File: src/rtl/alu_dp_pkg.sv
package alu_dp_pkg;

  localparam logic [4:0] OP_ADD = 5'b00001;
  localparam logic [4:0] OP_SUB = 5'b00010;
  localparam logic [4:0] OP_AND = 5'b00100;
  localparam logic [4:0] OP_OR  = 5'b01000;
  localparam logic [4:0] OP_XOR = 5'b10000;

  localparam logic [1:0] SH_PASS = 2'b00;
  localparam logic [1:0] SH_UP   = 2'b01;
  localparam logic [1:0] SH_DOWN = 2'b10;

  // Returns {propagate, generate} for one slice.
  function automatic logic [1:0] slice_pg(input logic [4:0] op, input logic r, input logic s);
    case (op)
      OP_ADD:  return {r ^ s, r & s};
      OP_SUB:  return {r ^ ~s, r & ~s};
      OP_AND:  return {r & s, 1'b0};
      OP_OR:   return {r | s, 1'b0};
      OP_XOR:  return {r ^ s, 1'b0};
      default: return 2'b00;
    endcase
  endfunction

  function automatic logic op_is_arith(input logic [4:0] op);
    return (op == OP_ADD) || (op == OP_SUB);
  endfunction

endpackage

File: src/rtl/dp_regfile.sv
module dp_regfile #(
  parameter int WIDTH = 4,
  parameter int NREG  = 4,
  parameter int AW    = $clog2(NREG)
) (
  input  logic             clk,
  input  logic             rst_n,
  input  logic [AW-1:0]    rd_a_addr,
  input  logic [AW-1:0]    rd_b_addr,
  output logic [WIDTH-1:0] rd_a_data,
  output logic [WIDTH-1:0] rd_b_data,
  input  logic             wr_stb,
  input  logic [AW-1:0]    wr_addr,
  input  logic [WIDTH-1:0] wr_data
);
  logic [WIDTH-1:0] mem [NREG];

  always_ff @(posedge clk or negedge rst_n) begin
    if (!rst_n) begin
      for (int i = 0; i < NREG; i++) mem[i] <= '0;
    end else if (wr_stb) begin
      mem[wr_addr] <= wr_data;
    end
  end

  assign rd_a_data = mem[rd_a_addr];
  assign rd_b_data = mem[rd_b_addr];
endmodule

File: src/rtl/dp_shifter.sv
module dp_shifter
  import alu_dp_pkg::*;
#(
  parameter int WIDTH = 4
) (
  input  logic [WIDTH-1:0] word_in,
  input  logic [1:0]       mode,
  input  logic             fill_lo,
  input  logic             fill_hi,
  output logic [WIDTH-1:0] word_out,
  output logic             spill_lo,
  output logic             spill_hi
);
  always_comb begin
    word_out = word_in;
    spill_lo = 1'b0;
    spill_hi = 1'b0;
    case (mode)
      SH_UP: begin
        word_out = {word_in[WIDTH-2:0], fill_lo};
        spill_hi = word_in[WIDTH-1];
      end
      SH_DOWN: begin
        word_out = {fill_hi, word_in[WIDTH-1:1]};
        spill_lo = word_in[0];
      end
      default: ;
    endcase
  end
endmodule

File: src/rtl/alu_slice.sv
module alu_slice
  import alu_dp_pkg::*;
(
  input  logic [4:0] op,
  input  logic       r,
  input  logic       s,
  input  logic       c_in,
  output logic       f,
  output logic       c_out
);
  logic [1:0] pg;

  assign pg    = slice_pg(op, r, s);
  assign c_out = pg[0] | (pg[1] & c_in);
  assign f     = pg[1] ^ c_in;
endmodule

File: src/rtl/bitslice_alu_dp.sv
module bitslice_alu_dp
  import alu_dp_pkg::*;
#(
  parameter  int WIDTH = 4,
  parameter  int NREG  = 4,
  localparam int AW    = $clog2(NREG)
) (
  input  logic             clk,
  input  logic             rst_n,
  input  logic [AW-1:0]    a_addr,
  input  logic [AW-1:0]    b_addr,
  input  logic [WIDTH-1:0] d_in,
  input  logic             r_sel,
  input  logic             s_zero,
  input  logic [4:0]       op_ctl,
  input  logic [1:0]       shift_ctl,
  input  logic             sh_in_lo,
  input  logic             sh_in_hi,
  input  logic             c_in,
  input  logic             wr_en,
  output logic [WIDTH-1:0] f_out,
  output logic             c_out,
  output logic             sh_out_lo,
  output logic             sh_out_hi,
  output logic             eval_phase
);
  // fetch-captured state
  logic [WIDTH-1:0] a_q, b_q, din_q;
  logic [AW-1:0]    wb_addr_q;
  logic [4:0]       op_q;
  logic [1:0]       shift_q;
  logic             rsel_q, szero_q, fill_lo_q, fill_hi_q, cin_q, we_q;

  logic [WIDTH-1:0] rd_a, rd_b, a_shifted, r_opnd, s_opnd, f_comb;
  logic             spill_lo, spill_hi;
  logic [WIDTH:0]   carry;
  logic             fetch_edge, eval_edge, wb_stb;

  assign fetch_edge = !eval_phase;
  assign eval_edge  = eval_phase;
  assign wb_stb     = eval_edge && we_q;

  always_ff @(posedge clk or negedge rst_n) begin
    if (!rst_n) eval_phase <= 1'b0;
    else        eval_phase <= !eval_phase;
  end

  dp_regfile #(.WIDTH(WIDTH), .NREG(NREG), .AW(AW)) u_regfile (
    .clk       (clk),
    .rst_n     (rst_n),
    .rd_a_addr (a_addr),
    .rd_b_addr (b_addr),
    .rd_a_data (rd_a),
    .rd_b_data (rd_b),
    .wr_stb    (wb_stb),
    .wr_addr   (wb_addr_q),
    .wr_data   (f_comb)
  );

  always_ff @(posedge clk or negedge rst_n) begin
    if (!rst_n) begin
      a_q       <= '0;
      b_q       <= '0;
      din_q     <= '0;
      wb_addr_q <= '0;
      op_q      <= '0;
      shift_q   <= SH_PASS;
      rsel_q    <= 1'b0;
      szero_q   <= 1'b0;
      fill_lo_q <= 1'b0;
      fill_hi_q <= 1'b0;
      cin_q     <= 1'b0;
      we_q      <= 1'b0;
    end else if (fetch_edge) begin
      a_q       <= rd_a;
      b_q       <= rd_b;
      din_q     <= d_in;
      wb_addr_q <= b_addr;
      op_q      <= op_ctl;
      shift_q   <= shift_ctl;
      rsel_q    <= r_sel;
      szero_q   <= s_zero;
      fill_lo_q <= sh_in_lo;
      fill_hi_q <= sh_in_hi;
      cin_q     <= c_in;
      we_q      <= wr_en;
    end
  end

  dp_shifter #(.WIDTH(WIDTH)) u_shifter (
    .word_in  (a_q),
    .mode     (shift_q),
    .fill_lo  (fill_lo_q),
    .fill_hi  (fill_hi_q),
    .word_out (a_shifted),
    .spill_lo (spill_lo),
    .spill_hi (spill_hi)
  );

  assign r_opnd   = rsel_q  ? din_q : a_shifted;
  assign s_opnd   = szero_q ? '0    : b_q;
  assign carry[0] = op_is_arith(op_q) ? cin_q : 1'b0;

  for (genvar i = 0; i < WIDTH; i++) begin : g_slice
    alu_slice u_slice (
      .op    (op_q),
      .r     (r_opnd[i]),
      .s     (s_opnd[i]),
      .c_in  (carry[i]),
      .f     (f_comb[i]),
      .c_out (carry[i+1])
    );
  end

  always_ff @(posedge clk or negedge rst_n) begin
    if (!rst_n) begin
      f_out     <= '0;
      c_out     <= 1'b0;
      sh_out_lo <= 1'b0;
      sh_out_hi <= 1'b0;
    end else if (eval_edge) begin
      f_out     <= f_comb;
      c_out     <= carry[WIDTH];
      sh_out_lo <= spill_lo;
      sh_out_hi <= spill_hi;
    end
  end
endmodule

File: config.mk
export PLATFORM = sky130hd
export DESIGN_NAME = bitslice_alu_dp
export DESIGN_NICKNAME = d
export VERILOG_FILES = /design/src/rtl/alu_dp_pkg.sv /design/src/rtl/dp_regfile.sv /design/src/rtl/dp_shifter.sv /design/src/rtl/alu_slice.sv /design/src/rtl/bitslice_alu_dp.sv
export SDC_FILE = /design/constraint.sdc
export NUM_CORES = 1
export LEC_CHECK = 0
export ABC_AREA = 1
export BUFFER_PORTS_ARGS = -buffer_cell sky130_fd_sc_hd__buf_4
export CORE_MARGIN = 1
export CORE_UTILIZATION = 23
export CTS_BUF_LIST = sky130_fd_sc_hd__clkbuf_8
export CTS_CLUSTER_SIZE = 16
export DETAILED_ROUTE_END_ITERATION = 7
export PLACE_DENSITY_LB_ADDON = 0.25
export REMOVE_ABC_BUFFERS = 1
export SLEW_MARGIN = 20
export SYNTH_ARGS = -nofsm -noshare
export SYNTH_HDL_FRONTEND = slang
export SYNTH_SLANG_ARGS = --single-unit
File: constraint.sdc
create_clock -name clk -period 3.9 [get_ports clk]
set_input_delay 0.39 -clock clk [delete_from_list [all_inputs] [get_ports clk]]
set_output_delay 0.39 -clock clk [all_outputs]
set_load 0.005 [all_outputs]
; ---- Yosys cells after proc, flatten, opt, wreduce, memory -nomap -nowiden
; Cells that the tools add are included.
[word_totals]
register_bits = 51
output_inout_bits = 8
[classes]
n_lt_le_gt_ge = 4
n_eq_ne = 7
muxes = 19
n_bitwise = 39
reduce_logical = 4
[ops]
columns = operator, count
row1 = $pmux W2 S5, 4
row2 = $mux W4, 7
row3 = $bmux W4 S2, 2
row4 = $bwmux W16, 1
row5 = $and A1 B1 Y1, 12
row6 = $xor A1 B1 Y1, 12
row7 = $ge A3 B3 Y1 const B, 3
row8 = $not A2 Y3, 3
row9 = $demux W4 S2, 1
row10 = $or A1 B1 Y1, 8
row11 = $pmux W4 S2, 1
row12 = $eq A5 B1 Y1 const B, 1
row13 = $eq A5 B2 Y1 const B, 1
row14 = $eq A5 B3 Y1 const B, 1
row15 = $eq A5 B4 Y1 const B, 1
row16 = $eq A5 B5 Y1 const B, 1
row17 = $not A1 Y1, 4
row18 = $lt A3 B1 Y1 const B, 1
row19 = $mux W1, 3
row20 = $eq A2 B1 Y1 const B, 1
row21 = $eq A2 B2 Y1 const B, 1
row22 = $logic_and A1 B1 Y1, 2
row23 = $logic_not A1 Y1, 1
row24 = $logic_or A1 B1 Y1, 1

; ---- Logic depth before layout (Yosys ltp)
; Gate-level depths: netlist of run 1.
[depth]
ltp_word = 13
mapped_depth = 22

; ---- Hierarchy
; From an unflattened synthesis of run 1, not the netlist that was laid out.
[unflattened]
cells_unflattened = 493
area_unflattened_um2 = 3345.7
[modules_own_cells]
columns = module, n_inst, cells_per_inst, area_each_um2, seq_area_each_um2
row1 = bitslice_alu_dp, 1, 170, 1465.2, 875.8
row2 = dp_regfile, 1, 150, 1003.5, 400.4
row3 = alu_slice, 4, 35, 183.9, 0.0
row4 = dp_shifter, 1, 33, 141.4, 0.0

; ---- Worst setup path before layout of run 1
; OpenSTA, ideal clock, no wires.
[synth_path]
kind = register -> register
startpoint = register shift_q[0]
endpoint = register f_out[3]
setup_ns = 0.135
arrival_time_ns = 3.166
required_time_ns = 3.765
slack_ns = 0.599
stages_incl_launch_ff = 21
period_less_slack_ns = 3.301
cell_sequence = dfrtp_1 -> inv_1 -> ha_1 -> clkbuf_1 -> nand3b_1 -> a22oi_1 -> inv_1 -> ha_1 -> nand4_1 -> nand2_1 -> nor2_1 -> nand2_1 -> ha_1 -> nand3b_1 -> ha_1 -> nand3b_1 -> ha_1 -> nand3b_1 -> ha_1 -> inv_1 -> o21ai_0
[synth_via]
elab_chain_cells = 12
[synth_rtl]
columns = element, line_no
row1 = "start, declared", bitslice_alu_dp.sv:31  ; logic [1:0] shift_q;
row2 = "start signal, assigned", bitslice_alu_dp.sv:80  ; shift_q <= shift_ctl;
row3 = $eq A2 B2 Y1 / $eq A2 B1 Y1 (equally long branches), dp_shifter.sv:18  ; case (mode)
row4 = $pmux W4 S2 (*), dp_shifter.sv:18
row5 = $mux W4 (*), bitslice_alu_dp.sv:100  ; assign r_opnd = rsel_q ? din_q : a_shifted;
row6 = $xor A1 B1 Y1 (tied with other cells), "alu_dp_pkg.sv:16, alu_dp_pkg.sv:20"
row7 = $pmux W2 S5, alu_dp_pkg.sv:15  ; case (op)
row8 = $and A1 B1 Y1, alu_slice.sv:14  ; assign c_out = pg[0] | (pg[1] & c_in);
row9 = $or A1 B1 Y1, alu_slice.sv:14
row10 = $and A1 B1 Y1, alu_slice.sv:14
row11 = $or A1 B1 Y1, alu_slice.sv:14
row12 = $and A1 B1 Y1, alu_slice.sv:14
row13 = $or A1 B1 Y1, alu_slice.sv:14
row14 = $xor A1 B1 Y1 (*), alu_slice.sv:15  ; assign f = pg[1] ^ c_in;
row15 = via g_slice[3].u_slice.f, alu_slice.sv:8  ; output logic f,
row16 = "end signal, assigned", bitslice_alu_dp.sv:122  ; f_out <= f_comb;
row17 = "end, declared", bitslice_alu_dp.sv:21  ; output logic [WIDTH-1:0] f_out,
; The timed path passes the listed nets; every way through them passes the cells marked *.
; A chain may end at the register's enable or synchronous reset.

; ---- Worst setup path in the final report of run 1
; Ends and elaborated chain as after synthesis.

==> results of run 1 <==
## final timing paths
path / start / end / slack (ns) / cells past startpoint
worst max-delay path: shift_q[0] / f_out[3] / 0.32 / 19
worst min-delay path: rst_n / f_out[1] / 0.10 / 1
worst max register to register: shift_q[0] / f_out[3] / 0.32 / 19
worst min register to register: b_q[3] / b_q[3] / 0.49 / 2
max in group asynchronous: rst_n / sh_out_hi / 3.35 / 1
min in group clk: sh_in_lo / fill_lo_q / 0.26 / 3
## cell type report
| cell class | instances | area (um2) |
|---|---|---|
| clock buffers | 7 | 96.3 |
| clock inverters | 1 | 7.51 |
| fillers | 1386 | 8750 |
| inverters | 46 | 173 |
| multi-input cells | 254 | 1380 |
| flip-flops and latches | 51 | 1280 |
| well taps | 168 | 210 |
| repair buffers | 30 | 225 |
## registers in the layout, summed over array words and instances (netlist names), 2 cells and up
signal,count
din_q,4
a_q,4
b_q,4
shift_q,2
f_out,4
u_regfile.mem,16
op_q,5
wb_addr_q,2
## cells in the mapped netlist
master | n | area share [%]
nand2_1 | 119 | 15
dfrtp_1 | 51 | 44
inv_1 | 40 | 5.2
o21ai_1 | 25 | 4.3
ha_1 | 18 | 7.8
o21ai_0 | 18 | 3.1
a21oi_1 | 13 | 2.3
nand4_1 | 13 | 2.8
buf_2 | 9 | 1.6
nand3_1 | 8 | 1.4
nand3_2 | 7 | 2.4
nand3b_1 | 7 | 1.8
nor2_1 | 7 | 0.91
inv_2 | 6 | 0.78
o211ai_1 | 6 | 1.6
clkbuf_1 | 4 | 0.52
or2_2 | 3 | 0.65
a31oi_1 | 2 | 0.43
nor2_2 | 2 | 0.43
nor2_4 | 2 | 0.78
a21boi_1 | 1 | 0.26
a21o_1 | 1 | 0.26
a22oi_1 | 1 | 0.26
buf_4 | 1 | 0.26
nor3_4 | 1 | 0.56
## kinds of logic (layout without fill, tap and decap cells)
kind of cell    Yosys count  count (layout)
compound gates           67              67
flops                    51              51
buf+inv                  60              84
fa+ha+maj                18              18
simple gates            169             169
## metrics by stage
step	power (uW)	worst slack, ns
5_1_grt	1350	-0.00379
3_3_place_gp	921	0.423
3_5_place_dp	931	0.299
6_report	1260	0.325
4_1_cts	1290	0.276
2_1_floorplan	819	0.649
## routing by layer
metal	vias to the layer above	routed length, um	global-route usage [%]
met1	1067	3690	16.4
met5	-	0	0
met2	30	3150	19.5
met3	7	216	2.44
li1	1226	-	-
met4	0	80	3.55
## cells in the final DEF (no fill, tap or decap), types with 2 or more instances in the layout
cell type,instances
nand4_1,13
dfrtp_1,51
o21ai_1,25
nor2_2,2
clkbuf_8,7
nand3_2,7
or2_2,3
buf_4,30
nand3b_1,7
a31oi_1,2
o211ai_1,6
inv_1,40
nor2_4,2
o21ai_0,18
ha_1,17
nor2_1,7
nand3_1,8
inv_2,6
nand2_1,119
a21oi_1,13
## what timing repair did
action                                  CTS  global route
gates resized for setup                   0             1
endpoints found under the setup margin    0             1
hold endpoints to repair                  0             0
## worst max-delay path, delay by kind of cell, from the launching register on
family / cells / cell delay [ns]
compound gates: 2 / 0.29
fa+ha+maj: 6 / 1.50
buf+inv: 3 / 0.31
flops: 1 / 0.39
simple gates: 8 / 0.95
## where the power goes
| group | internal (uW) | leakage [uW] | total [uW] | switching, uW |
|---|---|---|---|---|
| Sequential | 599 | 0.000635 | 645 | 46.0 |
| Clock | 162 | 0.0000505 | 347 | 185 |
| Combinational | 111 | 0.000974 | 272 | 160 |
| Total | 872 | 0.00166 | 1260 | 391 |
==> flow_metrics.py, run 1 <==
metrics = {
    "run_status": {
        "outcome": "complete, no violations",
    },
    "global_routing": {
        "antenna_found_initial": 0,
        "grt_first_pass_wirelength_um": 12200,
        "grt_pass1_vias": 2384,
        "grt_max_degree": 52,
        "globalRouteTotalUtil_pct": 12.1,
        "overflow": 0,
    },
    "routing": {
        "avgRoutedWirePerCell_um": 12.8,
        "drt_iter0_markers": 83,
        "drc_errors": 0,
        "via_per_inst": 4.18,
        "ant_nets": 0,
        "dr.pass1.iters": 5,
        "via_count": 2330,
        "wl_um": 7140,
    },
    "sta": {
        "fin_crit_sh_pct": 91.7,
        "max_freq_ghz": 0.280,
        "setup_viol": 0,
        "holdWs_ns": 0.101,
        "hold_viol": 0,
        "finClkSkew_ns": 0.00449,
        "slew_viol_final": 0,
        "period_minus_slack_ns": 3.58,
        "tns_ns": 0,
        "slew_headroom_pct": 45.0,
        "tightest_slew_ns": 0.824,
    },
    "finish": {
        "stdcell_count": 557,
        "drive_gt1_share_pct": 15.4,
        "finalNetCount": 429,
        "stdcell_area_um2": 3360,
        "fin_util_pct": 27.8,
        "syn2layout_area_growth_pct": 16.4,
        "diodes": 0,
    },
    "worst_setup_path": {
        "crit_path_start_kind": "register",
        "max_stage_delay_ns": 0.39,
        "path_common_cell": "ha_1",
        "cp_slowest_cell": "dfrtp_1",
        "required_ns": 4.07,
        "path_cells": "inv_1 -> ha_2 -> nand3b_1 -> a22oi_1 -> inv_1 -> ha_1 -> nand4_1 -> nand2_1 -> nor2_1 -> nand2_1 -> ha_1 -> nand3b_1 -> ha_1 -> nand3b_1 -> ha_1 -> nand3b_1 -> ha_1 -> inv_1 -> o21ai_0",
        "cp.arrival_ns": 3.74,
        "timing_worst_setup_path_type": "reg2reg",
        "end_kind": "register",
        "worstPathMaxFanout": 8,
    },
    "power_and_ir_drop": {
        "peakVddDrop_mv": 0.181,
        "leakage_uw": 0.00166,
        "p_per_area_nw_per_um2": 376,
    },
    "floorplanning": {
        "dieArea_um2": 13000,
        "pin_count": 31,
        "initial_core_util_pct": 23.9,
        "die_h_um": 114,
        "die_w_um": 114,
        "core_um2": 12100,
        "rows": 40,
    },
    "place": {
        "place_congestion": 0.875,
        "place_area_um2": 3260,
        "hpwl_um": 5080,
        "place_inst": 549,
        "port_buffers": 30,
    },
    "yosys": {
        "syn_area_per_cell_um2": 7.92,
        "synthAdderAreaFrac_pct": 7.80,
        "synthMuxAreaShare_pct": 0,
        "synth_compound_area_share_pct": 12.5,
        "synth_warnings": 0,
        "synth.cell_area_um2": 2890,
        "synth_cells": 365,
        "synth_top_family_by_area": "simple AND/OR/NAND/NOR gates",
        "yosys.area_share.xor_xnor_pct": 0,
        "yosysUniqueCellTypes": 25,
        "ys_ff_latch": 51,
        "yosysSeqAreaShare_pct": 44.2,
        "yosys.area_share.simple_pct": 27.2,
    },
    "clock_tree": {
        "cts_buffer_depth": 2,
        "cts_tree": "done",
        "cts.htree.levels": 2,
        "post_cts_buffers": 0,
        "cts.sinks": 51,
        "cts_made_buffers": 5,
        "cts_hold_buffers": 0,
        "cts_root_buf": "clkbuf_8",
        "path_clk_slew_ns": 0.10,
        "worstSkewPairLatency_ns": 0.32,
    },
    "hold_path": {
        "hold_class": "in2async",
    },
    "run": {
        "cap_violations": 0,
    },
}
No activity file was read; power rests on OpenSTA's default activity.
==> inputs of run 2 (changes only) <==
--- a/config.mk
+++ b/config.mk
@@ -8,11 +8,11 @@
 export ABC_AREA = 1
 export BUFFER_PORTS_ARGS = -buffer_cell sky130_fd_sc_hd__buf_4
 export CORE_MARGIN = 1
-export CORE_UTILIZATION = 23
+export CORE_UTILIZATION = 50
 export CTS_BUF_LIST = sky130_fd_sc_hd__clkbuf_8
 export CTS_CLUSTER_SIZE = 16
 export DETAILED_ROUTE_END_ITERATION = 7
-export PLACE_DENSITY_LB_ADDON = 0.25
+export PLACE_DENSITY = 0.7
 export REMOVE_ABC_BUFFERS = 1
 export SLEW_MARGIN = 20
 export SYNTH_ARGS = -nofsm -noshare
==> run 2 against run 1 <==
Against the previous run:
- sequential share of layout area grew 1.3 points
- worst hold slack better by 0.012 ns
- routed wire length shrank 14%
- power grew 1.4%
- non-clock buffer count stayed put
- clock skew rose by 0.0059 ns
- largest cell class unchanged
- largest power group unchanged
==> flow_metrics.py, run 2 (synthesis gave the netlist of run 1 again) <==
metrics = {
    "finish": {
        "fin_util_pct": 58.7,
        "layout_common_cells": "nand2_1 (119), dfrtp_1 (51), inv_1 (41)",
        "multi_input_area_um2": 1380,
        "largest_reg_flops": 16,
        "drive_gt1_share_pct": 15.2,
        "finalNetCount": 429,
        "regMostFlops": "u_regfile.mem",
        "diodes": 0,
        "fillers": 516,
        "ff_latch_area_um2": 1280,
        "stdcell_area_um2": 3250,
        "layout_commonest_cell": "nand2_1",
        "largestRegisters": "u_regfile.mem: 16 flops, op_q: 5 flops",
        "syn2layout_area_growth_pct": 12.6,
    },
    "clock_tree": {
        "post_cts_buffers": 0,
        "path_clk_slew_ns": 0.10,
        "worstSkewPairLatency_ns": 0.30,
        "cts.sinks": 51,
        "cts_root_buf": "clkbuf_8",
        "post_cts_resized": 0,
        "cts_buffer_depth": 2,
        "cts_made_buffers": 5,
        "cts_tree": "done",
        "cts_hold_buffers": 0,
        "cts.htree.levels": 2,
    },
    "sta": {
        "rsz0062_at_grt": "no",
        "slew_viol_final": 0,
        "tightest_slew_ns": 0.775,
        "hold_viol": 0,
        "tns_ns": 0,
        "period_minus_slack_ns": 3.52,
        "setup_viol": 0,
        "fin_crit_sh_pct": 90.2,
        "max_freq_ghz": 0.284,
        "finClkSkew_ns": 0.0104,
        "slew_headroom_pct": 48.3,
    },
    "routing": {
        "ant_nets": 0,
        "wl_um": 6130,
        "via_count": 2391,
        "drc_errors": 0,
        "avgRoutedWirePerCell_um": 13.3,
        "dr.pass1.iters": 4,
        "drt_iter0_markers": 104,
        "via_per_inst": 5.19,
    },
    "place": {
        "port_buffers": 30,
        "place_congestion": 0.823,
        "place_area_um2": 3140,
        "hpwl_um": 4320,
    },
    "worst_setup_path": {
        "cp.arrival_ns": 3.68,
        "crit_path_start_kind": "register",
        "critical_path_buf_inv_count": 3,
        "r2r_cells": 19,
        "cp_slowest_cell": "ha_1",
        "r2r_setup_slack_ns": 0.38,
        "required_ns": 4.06,
        "path_common_cell": "ha_1",
        "worstPathMaxFanout": 8,
        "max_stage_delay_ns": 0.38,
        "path_cells": "inv_1 -> ha_1 -> nand3b_1 -> a22oi_2 -> inv_1 -> ha_1 -> nand4_1 -> nand2_1 -> nor2_1 -> nand2_1 -> ha_1 -> nand3b_1 -> ha_1 -> nand3b_1 -> ha_1 -> nand3b_1 -> ha_1 -> inv_1 -> o21ai_0",
        "critPathTopFamily": "adder cells",
        "end_kind": "register",
        "r2r-end": "f_out[3]",
        "reg2reg_from": "shift_q[0]",
        "timing_worst_setup_path_type": "reg2reg",
    },
    "run": {
        "cap_violations": 0,
    },
    "floorplanning": {
        "rows": 27,
        "core_um2": 5540,
        "pin_count": 31,
        "die_h_um": 78.0,
        "initial_core_util_pct": 52.1,
        "dieArea_um2": 6090,
        "die_w_um": 78.0,
    },
    "power_and_ir_drop": {
        "power_frac_seq_pct": 50.3,
        "p_per_area_nw_per_um2": 394,
        "leakage_uw": 0.00167,
        "pwr-share-clk_pct": 28.9,
        "p_int_uw": 902,
        "finalPower_uw": 1280,
        "pwr-share-comb_pct": 20.8,
        "peakVddDrop_mv": 0.275,
        "switching_share_pct": 29.6,
        "netSwitchingPower_uw": 379,
    },
    "global_routing": {
        "grt_pass1_vias": 2291,
        "overflow": 0,
        "globalRouteTotalUtil_pct": 22.0,
        "antenna_found_initial": 0,
        "grt_first_pass_wirelength_um": 10400,
        "grt_max_degree": 52,
    },
    "hold_path": {
        "hold_class": "in2async",
    },
    "run_status": {
        "outcome": "complete, no violations",
    },
}
run 2: changes by cell type in the layout (fill, tap and decap cells not counted), sizes merged:
cell / before / now
clkinvlp: 1 / 0
inv: 46 / 48
bufinv: 0 / 1
clkbuf: 7 / 5
run 2: worst max-delay path by stage:
stage               end        from  depth (start not counted)  slack [ns]
2_1_floorplan  f_out[3]  shift_q[0]                         19        0.65
3_3_place_gp   f_out[3]  shift_q[0]                         19        0.45
3_5_place_dp   f_out[3]  shift_q[0]                         19        0.35
4_1_cts        f_out[3]  shift_q[0]                         19        0.30
5_1_grt        f_out[3]  shift_q[0]                         19        0.05
6_report       f_out[3]  shift_q[0]                         19        0.38
run 2: cell type report:
| type | instances | area share, % |
|---|---|---|
| clock inverter | 3 | 1.31 |
| clock buffer | 5 | 2.12 |
| inverter | 46 | 5.31 |
| timing repair buffer | 30 | 6.92 |
| sequential | 51 | 39.2 |
| tap | 72 | 2.77 |
| multi-input combinational | 254 | 42.3 |
run 2: power by group through the flow:
| stage | registers, uW | logic (uW) | clock network (uW) |
|---|---|---|---|
| floorplan | 644 | 175 | 0 |
| global placement | 653 | 259 | 0 |
| detailed placement | 654 | 267 | 0 |
| CTS | 643 | 268 | 378 |
| global route | 653 | 308 | 403 |
| finish | 644 | 266 | 371 |
run 2: stage by stage:
stage / hold slack [ns] / worst slack (ns) / instances
floorplan: 0.0944 / 0.649 / 351
global placement: 0.459 / 0.454 / 453
CTS: 0.134 / 0.295 / 461
global route: 0.162 / 0.0544 / 461
finish: 0.113 / 0.384 / 461
detailed placement: 0.466 / 0.352 / 453
run 2: worst register-to-register path, cell delays in order, from the launching register on:
cell and delay, ns:
dfrtp_1 0.36, inv_1 0.06, ha_1 0.38, nand3b_1 0.20
a22oi_2 0.16, inv_1 0.09, ha_1 0.31, nand4_1 0.10
nand2_1 0.05, nor2_1 0.09, nand2_1 0.06, ha_1 0.18
nand3b_1 0.15, ha_1 0.18, nand3b_1 0.16, ha_1 0.18
nand3b_1 0.15, ha_1 0.31, inv_1 0.13, o21ai_0 0.09
run 2: layer usage:
layer | vias to the layer above | routed length [um] | GRT usage, %
li1 | 1230 | - | -
met1 | 1095 | 2870 | 28.8
met3 | 6 | 270 | 3.49
met4 | 0 | 84 | 6.67
met2 | 60 | 2900 | 37.6
met5 | - | 0 | 0
==> inputs of run 3 (changes only) <==
--- a/config.mk
+++ b/config.mk
@@ -13,7 +13,6 @@
 export CTS_CLUSTER_SIZE = 16
 export DETAILED_ROUTE_END_ITERATION = 7
 export PLACE_DENSITY = 0.7
-export REMOVE_ABC_BUFFERS = 1
 export SLEW_MARGIN = 20
 export SYNTH_ARGS = -nofsm -noshare
 export SYNTH_HDL_FRONTEND = slang
==> run 3 against run 2 <==
Against the previous run:
- sequential share of layout area grew 0.21 points
- non-clock buffer count stayed put
- sequential cell count did not move
- clock-buffer cell count increased by 1
- design area shrank 0.54%
- first-iteration DRC count up 2.9%
- cell count unchanged
- critical path depth unchanged
- power fell by 2.9%
==> flow_metrics.py, run 3 (synthesis gave the netlist of run 1 again) <==
metrics = {
    "sta": {
        "setup_viol": 0,
        "rsz0062_at_grt": "no",
        "finClkSkew_ns": 0.00586,
        "tightest_slew_ns": 0.780,
        "period_minus_slack_ns": 3.54,
        "max_freq_ghz": 0.283,
        "tns_ns": 0,
        "slew_viol_final": 0,
        "fin_crit_sh_pct": 90.8,
        "slew_headroom_pct": 48.0,
        "hold_viol": 0,
    },
    "place": {
        "place_congestion": 0.885,
        "hpwl_um": 4530,
        "port_buffers": 30,
    },
    "floorplanning": {
        "initial_core_util_pct": 52.1,
        "die_h_um": 78.0,
        "core_um2": 5540,
        "pin_count": 31,
        "dieArea_um2": 6090,
        "rows": 27,
        "die_w_um": 78.0,
    },
    "routing": {
        "wl_um": 6370,
        "drc_errors": 0,
        "avgRoutedWirePerCell_um": 13.8,
        "ant_nets": 0,
        "via_per_inst": 5.25,
        "via_count": 2422,
        "drt_iter0_markers": 107,
        "dr.pass1.iters": 4,
    },
    "clock_tree": {
        "cts_made_buffers": 5,
        "post_cts_buffers": 0,
        "post_cts_resized": 0,
        "cts_hold_buffers": 0,
        "cts_tree": "done",
        "cts.htree.levels": 2,
        "cts_buffer_depth": 2,
        "path_clk_slew_ns": 0.09,
        "worstSkewPairLatency_ns": 0.31,
        "cts.sinks": 51,
        "cts_root_buf": "clkbuf_8",
    },
    "worst_setup_path": {
        "r2r_cells": 19,
        "endpoint": "f_out[3]",
        "r2r_setup_slack_ns": 0.36,
        "cp.arrival_ns": 3.71,
        "crit_path_start_kind": "register",
        "reg2reg_from": "shift_q[0]",
        "required_ns": 4.07,
        "timing_worst_setup_path_type": "reg2reg",
        "end_kind": "register",
        "r2r-end": "f_out[3]",
        "crit_start": "shift_q[0]",
        "worstPathMaxFanout": 8,
    },
    "finish": {
        "ff_latch_area_um2": 1280,
        "finalNetCount": 429,
        "fillers": 542,
        "syn2layout_area_growth_pct": 12.0,
        "fin_util_pct": 58.4,
        "regMostFlops": "u_regfile.mem",
        "diodes": 0,
        "largestRegisters": "u_regfile.mem: 16 flops, op_q: 5 flops",
        "layout_commonest_cell": "nand2_1",
        "multi_input_area_um2": 1370,
        "layout_common_cells": "nand2_1 (119), dfrtp_1 (51), inv_1 (40)",
        "largest_reg_flops": 16,
        "drive_gt1_share_pct": 15.2,
    },
    "global_routing": {
        "grt_pass1_vias": 2304,
        "globalRouteTotalUtil_pct": 23.2,
        "antenna_found_initial": 0,
        "grt_max_degree": 52,
        "overflow": 0,
        "grt_first_pass_wirelength_um": 10900,
    },
    "power_and_ir_drop": {
        "p_per_area_nw_per_um2": 384,
        "switching_share_pct": 31.3,
        "leakage_uw": 0.00166,
        "p_int_uw": 855,
        "pwr-share-clk_pct": 26.5,
        "netSwitchingPower_uw": 389,
        "power_frac_seq_pct": 51.9,
        "peakVddDrop_mv": 0.275,
        "pwr-share-comb_pct": 21.6,
    },
    "run_status": {
        "outcome": "complete, no violations",
    },
    "yosys": {
        "synth_fp_nets": 406,
    },
    "run": {
        "cap_violations": 0,
    },
    "hold_path": {
        "hold_class": "in2async",
    },
}
run 3: cell count changes in the layout (fill, tap and decap cells not counted):
cell / change
a22oi_1: +1
a22oi_2: -1
bufinv_16: -1
clkbuf_8: +1
clkinv_4: +1
clkinvlp_4: +1
inv_1: -1
inv_6: -1
run 3: layer usage:
layer,global-route usage (%),vias to the layer above,routed length (um)
met5,0,-,0
met4,7.96,0,102
met3,4.19,8,182
met2,38.6,42,3030
met1,30.6,1145,3060
li1,-,1227,-
run 3: worst min path at each step:
| stage | slack, ns | depth (start not counted) | endpoint | start |
|---|---|---|---|---|
| after global routing | 0.14 | 1 | eval_phase | rst_n |
| final | 0.09 | 1 | eval_phase | rst_n |
| after floorplan | 0.09 | 0 | a_q[0] | rst_n |
| after global placement | 0.46 | 1 | u_regfile.mem[10] | rst_n |
| after detailed placement | 0.46 | 1 | u_regfile.mem[6] | rst_n |
| after CTS | 0.12 | 1 | u_regfile.mem[6] | rst_n |
run 3: cell type report:
| type | count | area share [%] |
|---|---|---|
| timing repair buffer | 30 | 6.96 |
| tap | 72 | 2.78 |
| multi-input combinational | 254 | 42.4 |
| sequential | 51 | 39.4 |
| clock buffer | 6 | 2.55 |
| inverter | 46 | 5.34 |
| clock inverter | 2 | 0.503 |
run 3: critical path: stages, from the launching register on:
cell      delay [ns]
dfrtp_1         0.36
inv_1           0.07
ha_1            0.39
nand3b_1        0.20
a22oi_1         0.20
inv_1           0.10
ha_1            0.32
nand4_1         0.10
nand2_1         0.05
nor2_1          0.08
nand2_1         0.06
ha_1            0.18
nand3b_1        0.15
ha_1            0.17
nand3b_1        0.15
ha_1            0.17
nand3b_1        0.16
ha_1            0.31
inv_1           0.11
o21ai_0         0.08
run 3: through the flow:
step	power, uW	area, um2	worst slack [ns]	std cells	hold slack, ns
floorplan	824	2890	0.599	365	0.0944
global placement	915	3140	0.457	453	0.456
detailed placement	925	3140	0.356	453	0.461
CTS	1260	3240	0.341	461	0.116
global route	1330	3240	0.0579	461	0.142
finish	1240	3240	0.360	461	0.0939
run 3: power by group through the flow:
| stage | logic [uW] | registers (uW) | clock network (uW) |
|---|---|---|---|
| 2_1_floorplan | 181 | 643 | 0 |
| 3_3_place_gp | 261 | 654 | 0 |
| 3_5_place_dp | 270 | 655 | 0 |
| 4_1_cts | 271 | 645 | 343 |
| 5_1_grt | 311 | 655 | 362 |
| 6_report | 269 | 646 | 329 |
